File: src/rtl/dsg_pkg.sv
// Package: shared types, mode codes and fixed tick counts of the four
// timing types. Assumes one clock cycle equals one timing tick.
package dsg_pkg;

    typedef enum logic [1:0] {
        TYP_A = 2'd0,
        TYP_B = 2'd1,
        TYP_C = 2'd2,
        TYP_D = 2'd3
    } tmg_type_e;

    typedef enum logic [1:0] {
        PH_IDLE  = 2'd0,
        PH_READY = 2'd1,
        PH_ACT   = 2'd2,
        PH_REC   = 2'd3
    } phase_e;

    localparam int NUM_TYPES = 4;
    localparam int MODE_W    = 8;

    localparam logic [MODE_W-1:0] MODE_SW0 = 8'h10;
    localparam logic [MODE_W-1:0] MODE_SW1 = 8'h11;
    localparam logic [MODE_W-1:0] MODE_SW2 = 8'h12;
    localparam logic [MODE_W-1:0] MODE_MW0 = 8'h20;
    localparam logic [MODE_W-1:0] MODE_MW1 = 8'h21;
    localparam logic [MODE_W-1:0] MODE_MW2 = 8'h22;

    // Active (strobe high) ticks of each timing type.
    function automatic int act_ticks(input logic [1:0] t);
        case (t)
            2'd0:    return 4;
            2'd1:    return 3;
            2'd2:    return 2;
            default: return 1;
        endcase
    endfunction

    // Recovery (strobe low) ticks of each timing type.
    function automatic int rec_ticks(input logic [1:0] t);
        case (t)
            2'd0:    return 5;
            2'd1:    return 4;
            default: return 2;
        endcase
    endfunction

    localparam int MAX_ACT   = 4;
    localparam int MAX_PHASE = 5;

endpackage

File: src/rtl/dsg_cycle_sel.sv
// Module: dsg_cycle_sel
// Purpose: turns a mode code and a device minimum cycle into a required
// cycle time, then picks the fastest timing type that covers it.
// Assumes the types are ordered slowest (index 0) to fastest (index 3),
// so the last covering type in index order is the fastest one.
module dsg_cycle_sel
    import dsg_pkg::*;
#(
    parameter int NS_W        = 16,
    parameter int TICK_PS     = 62500,
    parameter int FAST_CYC_NS = 250,
    parameter int SLOW_CYC_NS = 480
) (
    input  logic [MODE_W-1:0] mode_code,
    input  logic [NS_W-1:0]   dev_min_ns,
    input  logic              mode_ok,
    output tmg_type_e         sel_type
);

    logic [MODE_W-1:0]    eff_mode;
    logic [NS_W-1:0]      need_ns;
    logic [NUM_TYPES-1:0] fits;

    // Clamp the mode and derive the required cycle time in ns.
    always_comb begin
        eff_mode = (mode_code > MODE_MW2) ? MODE_MW2 : mode_code;
        need_ns  = NS_W'(SLOW_CYC_NS);
        if (mode_ok) begin
            case (eff_mode)
                MODE_MW1, MODE_MW2:
                    need_ns = (dev_min_ns > NS_W'(FAST_CYC_NS)) ?
                              dev_min_ns : NS_W'(FAST_CYC_NS);
                MODE_MW0, MODE_SW0, MODE_SW1, MODE_SW2:
                    need_ns = NS_W'(SLOW_CYC_NS);
                default:
                    need_ns = NS_W'(SLOW_CYC_NS);
            endcase
        end
    end

    // One comparator per timing type against its full cycle in ns.
    for (genvar t = 0; t < NUM_TYPES; t++) begin : g_fit
        localparam int CYC_NS =
            (act_ticks(2'(t)) + rec_ticks(2'(t))) * TICK_PS / 1000;
        assign fits[t] = (need_ns <= NS_W'(CYC_NS));
    end

    // Keep the fastest covering type; type A when none covers.
    always_comb begin
        sel_type = TYP_A;
        for (int t = 0; t < NUM_TYPES; t++) begin
            if (fits[t]) sel_type = tmg_type_e'(2'(t));
        end
    end

endmodule

File: src/rtl/dsg_strobe_seq.sv
// Module: dsg_strobe_seq
// Purpose: per-transfer sequencer. It latches the timing type at start and
// runs one active phase and one recovery phase per accepted request.
// Assumes the start, stop and request inputs are synchronous pulses or levels.
module dsg_strobe_seq
    import dsg_pkg::*;
#(
    parameter int CNT_W = 3
) (
    input  logic      clk,
    input  logic      rst_n,
    input  logic      xfer_start,
    input  logic      xfer_stop,
    input  logic      word_req,
    input  tmg_type_e sel_type,
    output logic      strobe,
    output logic      word_done,
    output logic      ready,
    output logic      xfer_open,
    output tmg_type_e xfer_type
);

    phase_e           phase;
    logic [CNT_W-1:0] cnt;
    logic             last_rec;

    // Decode the phase into the outward status.
    always_comb begin
        last_rec  = (phase == PH_REC) && (cnt == '0);
        ready     = (phase == PH_READY) || last_rec;
        strobe    = (phase == PH_ACT);
        xfer_open = (phase != PH_IDLE);
    end

    // Advance the phase, the tick counter, the latched type and the done flag.
    always_ff @(posedge clk) begin
        if (!rst_n) begin
            phase     <= PH_IDLE;
            cnt       <= '0;
            xfer_type <= TYP_A;
            word_done <= 1'b0;
        end else begin
            word_done <= last_rec;
            if (phase == PH_IDLE) begin
                if (xfer_start) begin
                    xfer_type <= sel_type;
                    phase     <= PH_READY;
                end
            end else if (ready) begin
                if (xfer_stop) begin
                    phase <= PH_IDLE;
                end else if (word_req) begin
                    phase <= PH_ACT;
                    cnt   <= CNT_W'(act_ticks(xfer_type) - 1);
                end else begin
                    phase <= PH_READY;
                end
            end else if (phase == PH_ACT) begin
                if (cnt == '0) begin
                    phase <= PH_REC;
                    cnt   <= CNT_W'(rec_ticks(xfer_type) - 1);
                end else begin
                    cnt <= cnt - 1'b1;
                end
            end else begin
                cnt <= cnt - 1'b1;
            end
        end
    end

endmodule

File: src/rtl/dma_strobe_gen.sv
// Module: dma_strobe_gen (top)
// Purpose: DMA strobe timing generator. It chooses one of four timing
// types from the mode and the device minimum cycle, then paces one strobe
// per word request. Assumes the clock period equals TICK_PS.
module dma_strobe_gen
    import dsg_pkg::*;
#(
    parameter int NS_W        = 16,
    parameter int TICK_PS     = 62500,
    parameter int FAST_CYC_NS = 250,
    parameter int SLOW_CYC_NS = 480
) (
    input  logic              clk,
    input  logic              rst_n,
    input  logic              xfer_start,
    input  logic              xfer_stop,
    input  logic              word_req,
    input  logic [7:0]        mode_code,
    input  logic [NS_W-1:0]   dev_min_ns,
    input  logic              mode_ok,
    output logic              strobe,
    output logic              word_done,
    output logic              ready,
    output logic              xfer_open,
    output logic [1:0]        xfer_type
);

    localparam int CNT_W = $clog2(MAX_PHASE + 1);

    tmg_type_e sel_type;
    tmg_type_e cur_type;

    dsg_cycle_sel #(
        .NS_W        (NS_W),
        .TICK_PS     (TICK_PS),
        .FAST_CYC_NS (FAST_CYC_NS),
        .SLOW_CYC_NS (SLOW_CYC_NS)
    ) u_sel (
        .mode_code  (mode_code),
        .dev_min_ns (dev_min_ns),
        .mode_ok    (mode_ok),
        .sel_type   (sel_type)
    );

    dsg_strobe_seq #(
        .CNT_W (CNT_W)
    ) u_seq (
        .clk        (clk),
        .rst_n      (rst_n),
        .xfer_start (xfer_start),
        .xfer_stop  (xfer_stop),
        .word_req   (word_req),
        .sel_type   (sel_type),
        .strobe     (strobe),
        .word_done  (word_done),
        .ready      (ready),
        .xfer_open  (xfer_open),
        .xfer_type  (cur_type)
    );

    assign xfer_type = cur_type;

endmodule

File: config.mk
export PLATFORM = sky130hd
export DESIGN_NAME = dma_strobe_gen
export DESIGN_NICKNAME = d
export VERILOG_FILES = /design/src/rtl/dsg_pkg.sv /design/src/rtl/dsg_cycle_sel.sv /design/src/rtl/dsg_strobe_seq.sv /design/src/rtl/dma_strobe_gen.sv
export SDC_FILE = /design/constraint.sdc
export NUM_CORES = 1
export LEC_CHECK = 0
export BUFFER_PORTS_ARGS = -buffer_cell sky130_fd_sc_hd__buf_2
export CAP_MARGIN = 20
export CORE_UTILIZATION = 35
export DETAILED_ROUTE_END_ITERATION = 7
export GPL_ROUTABILITY_DRIVEN = 0
export PLACE_DENSITY_LB_ADDON = 0.25
export RECOVER_POWER = 100
export SKIP_CTS_REPAIR_TIMING = 1
export SLEW_MARGIN = 15
export SYNTH_ARGS = -nofsm -noshare
export SYNTH_HDL_FRONTEND = slang
export SYNTH_HIERARCHICAL = 1
export SYNTH_SLANG_ARGS = --single-unit
File: constraint.sdc
create_clock -name clk -period 1.6 [get_ports clk]
set_input_delay 0.4 -clock clk [delete_from_list [all_inputs] [get_ports clk]]
set_output_delay 0.4 -clock clk [all_outputs]
set_load 0.03 [all_outputs]
---- After elaboration in Yosys (flattened, before gate mapping) ----
Cells that the tools add are included.
word-level totals
  register bits ........................... 8
  bits of input ports ..................... 30
  logic and storage cells ................. 66
cells by class
  $add $sub $neg .......................... 3
  order comparisons ....................... 5
  equality and inequality tests ........... 10
  mux-type cells .......................... 31
  bitwise logic cells ..................... 1
  reductions and logical operators ........ 12
operators with widths
  kind                                                  count
  two-way mux 16 bit                                    3
  two-way mux 3 bit                                     15
  <= comparator 16 x 8 -> 1 bit, second input constant  2
  two-way mux 2 bit                                     9
  equality test 8 x 6 -> 1 bit, second input constant   2
  > comparator 16 x 8 -> 1 bit, second input constant   1
  <= comparator 16 x 9 -> 1 bit, second input constant  1
  case mux 3 bit (3 select lines)                       1
  > comparator 8 x 6 -> 1 bit, second input constant    1
  two-way mux 8 bit                                     1
  equality test 2 bit, second input constant            3
  != test 2 bit, second input constant                  3
  case mux 3 bit (2 select lines)                       1
  AND reduction 3 bit                                   2
  nonzero test 3 bit                                    2
  subtractor 3 x 2 -> 3 bit, second input constant      2
  equality test 2 x 1 -> 1 bit, second input constant   2
  zero test 2 bit                                       2
  zero test 3 bit                                       1
  subtractor 3 x 1 -> 3 bit, second input constant      1
  AND reduction 2 bit                                   1
  nonzero test 2 bit                                    1
  OR reduction 2 bit                                    1
  logical AND 1 bit                                     1
  other kinds (3)                                       3

---- Depth between registers and ports, before layout ----
  depth in word-level cells ............... 11
  depth in mapped cells ................... 6
  gate-level depth less buffers ........... 6

---- Cells and area by module ----
Netlist, hierarchy kept.
by module, submodules not included
  module          times used  cells an instance  area each (µm²)  seq. area each (µm²)
  dsg_strobe_seq  1           62                 535.5            160.2
  dsg_cycle_sel   1           14                 88.8             0.0

---- Worst setup path after synthesis ----
Ideal clock, no wire load.
  path kind ............................... input port to flip-flop
  from .................................... input mode_code[3]
  to ...................................... register u_seq.xfer_type[1]
  data arrival time ....................... 1.581 ns
  data required time ...................... 1.485 ns
  slack ................................... -0.097 ns
  cell stages on the path ................. 6
  cells stage by stage .................... or4_1 > o21a_1 > o311ai_1 > nor2b_1 > a21oi_1 > nor2b_1
between the ends
  word-level cells in the longest chain between the ends .. 9
  elaborated cells on any way between the ends .. 11
ends and longest elaborated chain
  item                           line                  RTL
  start, declared                dma_strobe_gen.sv:18  input logic [7:0] mode_code,
  > comparator 8 x 6 -> 1 bit    dsg_cycle_sel.sv:26   eff_mode = (mode_code > MODE_MW2) ? MODE_MW2 : mode_code;
  two-way mux 8 bit *            dsg_cycle_sel.sv:26
  equality test 8 x 6 -> 1 bit   dsg_cycle_sel.sv:29   case (eff_mode)
  OR reduction 2 bit *           dsg_cycle_sel.sv:29
  two-way mux 16 bit *           dsg_cycle_sel.sv:29
  two-way mux 16 bit *           dsg_cycle_sel.sv:28   if (mode_ok) begin
  <= comparator 16 x 8 -> 1 bit  dsg_cycle_sel.sv:45   assign fits[t] = (need_ns <= NS_W'(CYC_NS));
  two-way mux 2 bit              dsg_cycle_sel.sv:52   if (fits[t]) sel_type = tmg_type_e'(2'(t));
  two-way mux 2 bit *            dsg_cycle_sel.sv:52
  named net sel_type[1]          dma_strobe_gen.sv:30  tmg_type_e sel_type;
  end signal, assigned           dsg_strobe_seq.sv:46  xfer_type <= sel_type;
  end, declared                  dsg_strobe_seq.sv:20  output tmg_type_e xfer_type
Mark *: on every way through the listed nets, which the timed path passes. The rest lies on a longest branch.
A chain may end at the register's enable or synchronous reset.

---- Worst setup path in the final report ----
  from .................................... register u_seq.cnt[1]
  to ...................................... output ready
between the ends
  word-level cells in the longest chain between the ends .. 3
ends and longest elaborated chain
  item                    line                  RTL
  start, declared         dsg_strobe_seq.sv:24  logic [CNT_W-1:0] cnt;
  start signal, assigned  dsg_strobe_seq.sv:54  cnt <= CNT_W'(act_ticks(xfer_type) - 1);
  start signal, assigned  dsg_strobe_seq.sv:61  cnt <= CNT_W'(rec_ticks(xfer_type) - 1);
  start signal, assigned  dsg_strobe_seq.sv:63  cnt <= cnt - 1'b1;
  zero test 3 bit         dsg_strobe_seq.sv:29  last_rec = (phase == PH_REC) && (cnt == '0);
  logical AND 1 bit       dsg_strobe_seq.sv:29
  logical OR 1 bit        dsg_strobe_seq.sv:30  ready = (phase == PH_READY) || last_rec;
  end, declared           dma_strobe_gen.sv:23  output logic ready,
Every way passes these cells.

==> impl_metrics.yaml <==
run_status:
  status: "finished, violations left"
  violations: "setup timing"
synthesis:
  ys_ff_latch: 8
  ys_seq_area_share_pct: 25.7
  synth_edf_count: 0
  ys_async_sr_fraction_pct: 0
  ys_warn_count: 6
  syn_nets: 113
  synth_cells: 76
  syn_area_um2: 624
  synth.distinct_cells: 35
  synth_area_per_cell_um2: 8.22
  synthFlopType: "dfxtp_1"
clock_network:
  h-tree-depth: 1
  root_buffer: "clkbuf_4"
  numClockSinks: 8
  clk_latency_ps: 260
  cts_tree: "done"
  clk_path_buf_depth: 2
  numCtsBuffers: 3
  clk_pin_slew_worst_paths_ps: 60
routing:
  vias_per_cell: 5.41
  drtIter0Drc: 12
  antenna_left: 0
  drc: 0
  routed_wl_um: 1570
  dr.pass1.iters: 4
  vias: 714
  wl_per_cell_um: 11.9
hold_path:
  hold_path.class: "in2reg"
floorplan:
  die_y_um: 44.2
  core_area_um2: 1580
  initial_core_util_pct: 39.6
  io_pins: 36
  num_rows: 14
  die_area_um2: 1960
  die_x_um: 44.2
grt:
  grt_pass1_wl_um: 2550
  grtUsageTotal_pct: 17.7
  antenna_found_initial: 0
  grt_pass1_vias: 644
  grt_overflow: 0
  grt_max_degree: 11
sta:
  rsz0062_at_grt: "true"
  hold_viol_final: 0
  setup_ws_ps: -25.3
  final-setup-viol-count: 2
  tns_ps: -29.9
  slew_viol_final: 0
  max_slew_margin_pct: 76.0
  fmax_mhz: 615
  layout_worst_path_cycle_share_pct: 102
  period_needed_ps: 1630
  skew_ps: 7.59
  worstMarginPinSlew_ps: 355
placement:
  numPortBuffers: 35
  place_hpwl_um: 1240
finish:
  area_growth_pct: 46.3
  diodes: 0
  fill_cells: 148
  fin_nets: 155
  register_area_um2: 163
  drive_gt1_share_pct: 43.1
  multi_input_area_um2: 465
pwr:
  p_total_mw: 0.562
  power_frac_clock_pct: 28.7
  p_per_area_nw_per_um2: 615
  ir_drop_mv: 0.639
  seqPwrFrac_pct: 39.0
  internal_power_mw: 0.392
  comb_power_share_pct: 32.3
  power.switching_mw: 0.170
  p_leak_nw: 0.403
  switching_share_pct: 30.3
critical_path:
  cp-end-kind: "primary output"
  crit_required_ps: 1200
  cp_max_fo: 6
  crit_type: "reg2out"
  crit_arrival_ps: 1230
  max_stage_delay_ps: 320
  startpoint_type: "register"
  cp_slowest_cell: "dfxtp_1"
  crit_chain: "inv_2 -> ha_4 -> nand2b_4 -> a21boi_4 -> buf_6"
job:
  cap_violations: 0
[worst max-delay path, delay by kind of cell, from the launching register on]
kind | cells | cell delay (ps)
buffers and inverters | 2 | 230
AOI/OAI and AO/OA | 1 | 150
adders and majority gates | 1 | 170
DFF | 1 | 320
and+or+nand+nor | 1 | 90
[cells in the final DEF (no fill, tap or decap), types with 3 or more instances in the layout]
cell,synthesis,layout
buf_2,0,27
nor2_1,7,7
ha_1,7,6
dfxtp_1,8,6
nor2b_1,5,5
nand2_1,4,4
a21oi_1,4,4
inv_1,6,4
o21ai_0,3,4
buf_4,1,4
clkbuf_4,0,3
buf_6,0,3
clkbuf_1,1,3
[path summary, 6_finish.rpt]
kind	from	endpoint	slack, ps	depth (start not counted)
min	rst_n	u_seq/cnt[0]	460	3
max	u_seq/cnt[1]	ready	-30	5
min reg2reg	u_seq/cnt[1]	u_seq/cnt[1]	490	2
max reg2reg	u_seq/cnt[1]	u_seq/cnt[1]	180	6
[power groups by stage]
stage | logic (mW) | registers, mW | clock network, mW
after floorplan | 0.100 | 0.216 | 0
after global placement | 0.156 | 0.221 | 0
after detailed placement | 0.159 | 0.222 | 0
after CTS | 0.160 | 0.217 | 0.165
after global routing | 0.200 | 0.220 | 0.179
final | 0.181 | 0.219 | 0.161
[cell type report]
type,instances,area share [%]
Multi-Input combinational cell,60,51.0
Clock buffer,3,2.47
Inverter,6,2.47
Tap cell,16,2.19
Timing Repair Buffer,39,24.1
Sequential cell,8,17.8
[per-layer routing]
layer	wire length, um	global-route usage [%]
met5	0	0
met4	0	2.42
met3	72	7.76
met2	853	31.2
met1	647	20.1
[registers in the layout (all words and copies together), names as in the netlist]
signal           count
u_seq/cnt            3
u_seq/phase          2
u_seq/word_done      1
u_seq/xfer_type      2
[metrics by stage]
stage	worst slack (ps)	hold slack [ps]	util (%)	cell area [um^2]	instances
6_report	-25.3	461	57.9	913	132
5_1_grt	-74.4	469	57.9	913	132
4_1_cts	-212	461	54.8	865	131
3_5_place_dp	-282	458	53.4	842	128
3_3_place_gp	-217	453	53.4	842	128
2_1_floorplan	-60.4	442	-	636	76
[Yosys cell counts (2+ instances only)]
master    count  area [um^2]
nor2_1        7         26.3
o21ai_0       3         15.0
ha_1          7         87.6
nand3_1       2         10.0
nand2_1       4         15.0
nand3b_1      2         15.0
xnor2_1       2         17.5
nor2b_1       5         31.3
and2_1        2         12.5
nor3_1        2         10.0
a21oi_1       4         20.0
dfxtp_1       8          160
inv_1         6         22.5
[cells by family (layout without fill, tap and decap cells)]
group	count (synthesis)	in the layout	synth area share (%)
DFF	8	8	25.7
adders and majority gates	7	7	14.0
buffers and inverters	8	48	5.41
AOI/OAI and AO/OA	20	20	22.2
muxes	1	1	1.80
xor gates and xnor gates	2	2	2.81
and+or+nand+nor	30	30	28.1
Power figures use the tool's default switching activity.
